`config.mk`:
```
export PLATFORM = sky130hd
export DESIGN_NAME = lpm_seq
export DESIGN_NICKNAME = d
export VERILOG_FILES = /design/src/rtl/lpm_pkg.sv /design/src/rtl/lpm_ctrl.sv /design/src/rtl/lpm_dp.sv /design/src/rtl/lpm_seq.sv
export SDC_FILE = /design/constraint.sdc
export NUM_CORES = 1
export LEC_CHECK = 0
export BUFFER_PORTS_ARGS = -buffer_cell sky130_fd_sc_hd__buf_4
export CELL_PAD_IN_SITES_DETAIL_PLACEMENT = 0
export CELL_PAD_IN_SITES_GLOBAL_PLACEMENT = 2
export CORE_ASPECT_RATIO = 0.7
export CORE_MARGIN = 3
export CORE_UTILIZATION = 25
export CTS_BUF_LIST = sky130_fd_sc_hd__clkbuf_8
export DETAILED_ROUTE_END_ITERATION = 8
export PLACE_DENSITY = 0.76
export SYNTH_ARGS = -nofsm -noshare
export SYNTH_HDL_FRONTEND = slang
export SYNTH_SLANG_ARGS = --single-unit
```
`constraint.sdc`:
```
create_clock -name clk -period 2.6 [get_ports clk]
set_clock_uncertainty 0.05 [all_clocks]
set_input_delay 0.13 -clock clk [delete_from_list [all_inputs] [get_ports clk]]
set_output_delay 0.13 -clock clk [all_outputs]
set_load 0.1 [all_outputs]
```
`src/rtl/lpm_pkg.sv`:
```
package lpm_pkg;

  typedef enum logic [3:0] {
    ST_RUN,
    ST_SR_WAIT,
    ST_SR_ENTER,
    ST_SR_HOLD,
    ST_SR_EXIT,
    ST_DPD_WAIT,
    ST_DPD_ENTER,
    ST_DPD_HOLD,
    ST_DPD_EXIT,
    ST_UNINIT
  } lpmState_e;

  typedef enum logic [1:0] {
    OP_SR_IN   = 2'd0,
    OP_SR_OUT  = 2'd1,
    OP_DPD_IN  = 2'd2,
    OP_DPD_OUT = 2'd3
  } lpmOp_e;

  localparam logic [1:0] KIND_DDR2  = 2'b00;
  localparam logic [1:0] KIND_DDR3  = 2'b01;
  localparam logic [1:0] KIND_LPDDR = 2'b10;
  localparam logic [1:0] KIND_BAD   = 2'b11;

  // strobes from control to datapath
  typedef struct packed {
    logic accOpen;
    logic accReject;
    logic cmdBusy;
    logic setSr;
    logic clrSr;
    logic setDpd;
    logic clrDpd;
    logic setInit;
    logic clrInit;
  } lpmStrb_t;

  // status from datapath to control
  typedef struct packed {
    logic cntZero;
    logic cntFull;
    logic lpOk;
  } lpmStat_t;

endpackage

```
`src/rtl/lpm_ctrl.sv`:
```
module lpm_ctrl
  import lpm_pkg::*;
(
  input  logic       clk,
  input  logic       rstN,
  input  logic       srReq,
  input  logic       dpdReq,
  input  logic       initDone,
  input  logic       cmdDone,
  input  lpmStat_t   stat,
  output lpmStrb_t   strb,
  output logic       cmdValid,
  output logic [1:0] cmdOp
);

  lpmState_e state, stateNext;

  always_ff @(posedge clk) begin
    if (!rstN) state <= ST_RUN;
    else       state <= stateNext;
  end

  always_comb begin
    stateNext = state;
    unique case (state)
      ST_RUN: begin
        if (dpdReq && stat.lpOk) stateNext = ST_DPD_WAIT;
        else if (srReq)          stateNext = ST_SR_WAIT;
      end
      ST_SR_WAIT: begin
        if (!srReq)             stateNext = ST_RUN;
        else if (stat.cntZero)  stateNext = ST_SR_ENTER;
      end
      ST_SR_ENTER: if (cmdDone) stateNext = ST_SR_HOLD;
      ST_SR_HOLD:  if (!srReq)  stateNext = ST_SR_EXIT;
      ST_SR_EXIT:  if (cmdDone) stateNext = ST_RUN;
      ST_DPD_WAIT: begin
        if (!dpdReq)            stateNext = ST_RUN;
        else if (stat.cntZero)  stateNext = ST_DPD_ENTER;
      end
      ST_DPD_ENTER: if (cmdDone) stateNext = ST_DPD_HOLD;
      ST_DPD_HOLD:  if (!dpdReq) stateNext = ST_DPD_EXIT;
      ST_DPD_EXIT:  if (cmdDone) stateNext = ST_UNINIT;
      ST_UNINIT:    if (initDone) stateNext = ST_RUN;
      default:      stateNext = ST_RUN;
    endcase
  end

  always_comb begin
    cmdValid = 1'b0;
    cmdOp    = OP_SR_IN;
    unique case (state)
      ST_SR_ENTER:  begin cmdValid = 1'b1; cmdOp = OP_SR_IN;   end
      ST_SR_EXIT:   begin cmdValid = 1'b1; cmdOp = OP_SR_OUT;  end
      ST_DPD_ENTER: begin cmdValid = 1'b1; cmdOp = OP_DPD_IN;  end
      ST_DPD_EXIT:  begin cmdValid = 1'b1; cmdOp = OP_DPD_OUT; end
      default:      begin cmdValid = 1'b0; cmdOp = OP_SR_IN;   end
    endcase
  end

  always_comb begin
    strb           = '0;
    strb.cmdBusy   = cmdValid;
    strb.accOpen   = (state == ST_RUN) && !stat.cntFull;
    strb.accReject = (state != ST_RUN) && (state != ST_SR_WAIT) &&
                     (state != ST_DPD_WAIT);
    strb.setSr     = (state == ST_SR_ENTER)  && cmdDone;
    strb.clrSr     = (state == ST_SR_EXIT)   && cmdDone;
    strb.setDpd    = (state == ST_DPD_ENTER) && cmdDone;
    strb.clrDpd    = (state == ST_DPD_EXIT)  && cmdDone;
    strb.setInit   = (state == ST_DPD_EXIT)  && cmdDone;
    strb.clrInit   = (state == ST_UNINIT)    && initDone;
  end

endmodule

```
`src/rtl/lpm_dp.sv`:
```
module lpm_dp
  import lpm_pkg::*;
#(
  parameter int OUT_W = 4
) (
  input  logic       clk,
  input  logic       rstN,
  input  logic       cfgDdr3En,
  input  logic       cfgLpEn,
  input  logic [1:0] cfgPhyMode,
  input  logic       accReq,
  input  logic       memRspDone,
  input  lpmStrb_t   strb,
  output lpmStat_t   stat,
  output logic       accRdy,
  output logic       accRsp,
  output logic       accErr,
  output logic [1:0] memKind,
  output logic       idle,
  output logic       srAck,
  output logic       dpdAck,
  output logic       needInit
);

  localparam logic [OUT_W-1:0] CNT_MAX = {OUT_W{1'b1}};

  logic [OUT_W-1:0] outCnt;
  logic             takeOk;
  logic             takeErr;

  // memory family decode
  always_comb begin
    if (cfgPhyMode == 2'b01 && !cfgDdr3En && !cfgLpEn)      memKind = KIND_DDR2;
    else if (cfgPhyMode == 2'b00 && cfgDdr3En && !cfgLpEn)  memKind = KIND_DDR3;
    else if (cfgPhyMode == 2'b11 && cfgLpEn && !cfgDdr3En)  memKind = KIND_LPDDR;
    else                                                   memKind = KIND_BAD;
  end

  assign takeOk  = accReq && strb.accOpen;
  assign takeErr = accReq && strb.accReject;
  assign accRdy  = strb.accOpen || strb.accReject;

  // outstanding access counter
  always_ff @(posedge clk) begin
    if (!rstN) begin
      outCnt <= '0;
    end else begin
      case ({takeOk, memRspDone && (outCnt != '0)})
        2'b10:   outCnt <= outCnt + 1'b1;
        2'b01:   outCnt <= outCnt - 1'b1;
        default: outCnt <= outCnt;
      endcase
    end
  end

  always_ff @(posedge clk) begin
    if (!rstN) begin
      accRsp <= 1'b0;
      accErr <= 1'b0;
    end else begin
      accRsp <= takeOk || takeErr;
      accErr <= takeErr;
    end
  end

  always_ff @(posedge clk) begin
    if (!rstN) begin
      srAck    <= 1'b0;
      dpdAck   <= 1'b0;
      needInit <= 1'b0;
    end else begin
      if (strb.setSr)        srAck <= 1'b1;
      else if (strb.clrSr)   srAck <= 1'b0;
      if (strb.setDpd)       dpdAck <= 1'b1;
      else if (strb.clrDpd)  dpdAck <= 1'b0;
      if (strb.setInit)      needInit <= 1'b1;
      else if (strb.clrInit) needInit <= 1'b0;
    end
  end

  assign stat.cntZero = (outCnt == '0);
  assign stat.cntFull = (outCnt == CNT_MAX);
  assign stat.lpOk    = (memKind == KIND_LPDDR);

  assign idle = stat.cntZero && !accReq && !strb.cmdBusy;

endmodule

```
`src/rtl/lpm_seq.sv`:
```
module lpm_seq
  import lpm_pkg::*;
#(
  parameter int OUT_W = 4
) (
  input  logic       clk,
  input  logic       rstN,
  input  logic       cfgDdr3En,
  input  logic       cfgLpEn,
  input  logic [1:0] cfgPhyMode,
  input  logic       srReq,
  input  logic       dpdReq,
  input  logic       initDone,
  input  logic       accReq,
  output logic       accRdy,
  output logic       accRsp,
  output logic       accErr,
  input  logic       memRspDone,
  output logic       cmdValid,
  output logic [1:0] cmdOp,
  input  logic       cmdDone,
  output logic [1:0] memKind,
  output logic       idle,
  output logic       srAck,
  output logic       dpdAck,
  output logic       needInit
);

  lpmStrb_t strb;
  lpmStat_t stat;
  logic     outZero;

  assign outZero = stat.cntZero;

  lpm_ctrl u_ctrl (
    .clk      (clk),
    .rstN     (rstN),
    .srReq    (srReq),
    .dpdReq   (dpdReq),
    .initDone (initDone),
    .cmdDone  (cmdDone),
    .stat     (stat),
    .strb     (strb),
    .cmdValid (cmdValid),
    .cmdOp    (cmdOp)
  );

  lpm_dp #(.OUT_W(OUT_W)) u_dp (
    .clk        (clk),
    .rstN       (rstN),
    .cfgDdr3En  (cfgDdr3En),
    .cfgLpEn    (cfgLpEn),
    .cfgPhyMode (cfgPhyMode),
    .accReq     (accReq),
    .memRspDone (memRspDone),
    .strb       (strb),
    .stat       (stat),
    .accRdy     (accRdy),
    .accRsp     (accRsp),
    .accErr     (accErr),
    .memKind    (memKind),
    .idle       (idle),
    .srAck      (srAck),
    .dpdAck     (dpdAck),
    .needInit   (needInit)
  );

endmodule

```
==> impl_metrics.csv <==
group,metric,value,unit
clocking,clk_pin_slew_worst_paths,0.06,ns
synthesis,syn-instance-count,118,
sta,tns,0,ns
critical_path,crit_fanout,7,
final_layout,final_cell_mix,"buf_4 (29), dfxtp_1 (13), o21ai_0 (11), nand2_1 (9)",
place,gp_congestion,0.822,
die,rows,18,
synthesis,synth-seq-cells,13,
route,wirelength,2.71,mm
global_routing,grt.busiest_layer,"met1",
route,ant_nets,0,
critical_path,end_kind,"register",
place,postPlaceCellArea,1220,um^2
route,vias,951,
route,wl_per_cell,13.9,um
sta,slew_viol_final,0,
worst_hold_path,hold_class,"input port to register",
die,core_area,3580,um^2
clocking,clock_path_buffers,2,
place,dp_cells,191,
global_routing,grt_overflow,0,
job,cap_violations,0,
route,firstDrtPassIters,4,
global_routing,grt_util_met1,19.1,%
final_layout,nFillCells,371,
sta,fin_crit_sh,94.1,%
status,status,"completed",
critical_path,arrival,2.57,ns
final_layout,final_common_cell,"buf_4",
synthesis,synth_area_leaders,"dfxtp_1 (27%), o21ai_0 (5.8%), mux2i_1 (4.2%)",
clocking,cts.sink_count,13,
final_layout,nets,161,
critical_path,cp.required,2.73,ns
clocking,cts_setup_buffers,0,
power_and_ir_drop,leakagePower,0.526,nW
final_layout,utilization,35.4,%
global_routing,grt_util_met3,3.94,%
global_routing,grt_antenna_before_repair,0,
power_and_ir_drop,total_power,1.67,mW
synthesis,synth_area_leader_cell,"dfxtp_1",
sta,finalCriticalPeriod,2.45,ns
place,io_buffer_count,23,
die,io_pins,24,
critical_path,crit_type,"register to register",
route,via_per_inst,4.88,
synthesis,netlist.area_leader.share,27.4,%
synthesis,synth_cell_types,41,
sta,relSlewSlack,73.6,%
synthesis,syn_avg_cell_area,8.04,um^2
final_layout,area_growth,33.8,%
sta,setup_viol,0,
global_routing,grt_start_max_net_pins,16,
route,drc_errors,0,
synthesis,ys.flop_type,"dfxtp_1",
synthesis,synth_edf_count,0,
final_layout,drive_gt1_share,33.1,%
power_and_ir_drop,power.density,1320,nW/um^2
clocking,clk_latency,0.25,ns
place,dp_hpwl,2.04,mm
final_layout,diodes,0,
clocking,htree_levels,1,
synthesis,ys_async_sr_fraction,0,%
sta,hold_viol_final,0,
sta,rsz0062_at_grt,"no",
sta,worst_slew_pin_slew,0.393,ns
final_layout,final_area,1270,um^2
power_and_ir_drop,ir_drop,0.000500,V
die,die_w,79.6,um
global_routing,first_global_vias,924,
global_routing,grt_first_pass_wirelength,4.44,mm
clocking,cts_buffers,3,
die,start_util,26.5,%
sta,clock.fmax,0.409,GHz
clocking,cts_tree,"built",
route,drt-initial-drc-count,119,
synthesis,yosysSeqAreaShare,27.4,%
synthesis,ys_warn_count,0,
global_routing,gr-usage-all-layers,12.5,%
die,die_y,57.5,um
synthesis,syn_nets,133,
synthesis,syn-cell-area,948,um^2
global_routing,use_met2,17.2,%
die,die_area,4580,um^2
critical_path,crit_path_start_kind,"register",
final_layout,instances_no_fill,195,
clocking,cts-root-buf,"clkbuf_8",
final cells by class:
class	count	area, um^2	share of cell area (%)
Clock inverter	1	5.00	0.394
Tap cell	50	62.6	4.93
Inverter	4	15.0	1.18
Timing Repair Buffer	29	218	17.2
Sequential cell	13	260	20.5
Clock buffer	3	41.3	3.25
Multi-Input combinational cell	95	667	52.6
path summary, 6_finish.rpt:
kind                   from             end  slack [ns]  cells after the start
max reg2reg  u_dp.outCnt[2]  u_dp.outCnt[2]        0.15                      9
max          u_dp.outCnt[2]  u_dp.outCnt[2]        0.15                      9
min reg2reg      u_dp.srAck      u_dp.srAck        0.46                      2
min                  accReq     u_dp.accRsp        0.12                      3
per-stage QoR:
step | hold WS [ns] | setup slack (ns)
2_1_floorplan | 0.220 | 0.0246
3_3_place_gp | 0.376 | 0.155
3_5_place_dp | 0.382 | 0.0785
4_1_cts | 0.119 | 0.0581
5_1_grt | 0.139 | 0.0127
6_report | 0.119 | 0.154
power breakdown:
| group | internal [mW] | switching [mW] | leakage [nW] |
|---|---|---|---|
| clock | 0.106 | 0.0836 | 0.0255 |
| sequential | 0.259 | 0.0441 | 0.106 |
| combinational | 0.390 | 0.792 | 0.394 |
| total | 0.756 | 0.919 | 0.526 |
metal layers:
metal  wire, um  share of wire (%)  vias to the layer above
li1           -                  -                      488
met4         12               0.44                        0
met2       1170                 43                       24
met5          0                  0                        -
met3        139                5.1                        2
met1       1390                 51                      437
critical path, stage by stage, from the launching register on:
cell      delay (ns)
dfxtp_1         0.36
or4_4           0.51
and2_2          0.22
ha_2            0.21
xor2_1          0.15
ha_1            0.21
a21oi_2         0.12
xor2_1          0.08
or3_1           0.31
a21boi_0        0.15
synthesized netlist by cell type (all sizes together) (3+ instances only):
library cell and instances:
nor2b 4, xor2 3, a21oi 7, nand3 5, inv 4, clkbuf 5
ha 3, mux2i 4, nor3 4, o21ai 11, nor2 4, nand2b 3
and2 6, nand2 10, dfxtp 13
sequential cells by signal, indices dropped and copies added, names as in the netlist:
register and cells:
u_ctrl.state 4, u_dp.outCnt 4, u_dp.accErr 1, u_dp.accRsp 1
u_dp.dpdAck 1, u_dp.needInit 1, u_dp.srAck 1
cell families after synthesis:
family | count (synthesis) | synth area share (%)
DFF | 13 | 27.4
buffers and inverters | 10 | 4.75
muxes | 5 | 5.41
adders and majority gates | 3 | 3.96
and+or+nand+nor | 53 | 34.8
xor gates and xnor gates | 5 | 4.62
AOI/OAI and AO/OA | 29 | 19.0
repair_timing:
item                                   in CTS  in global routing
hold buffers                                0                  0
endpoints found under the hold margin       0                  0
setup endpoints to repair                   0                  1
resized for setup                           0                  2
(Power assumes the default switching activity.)
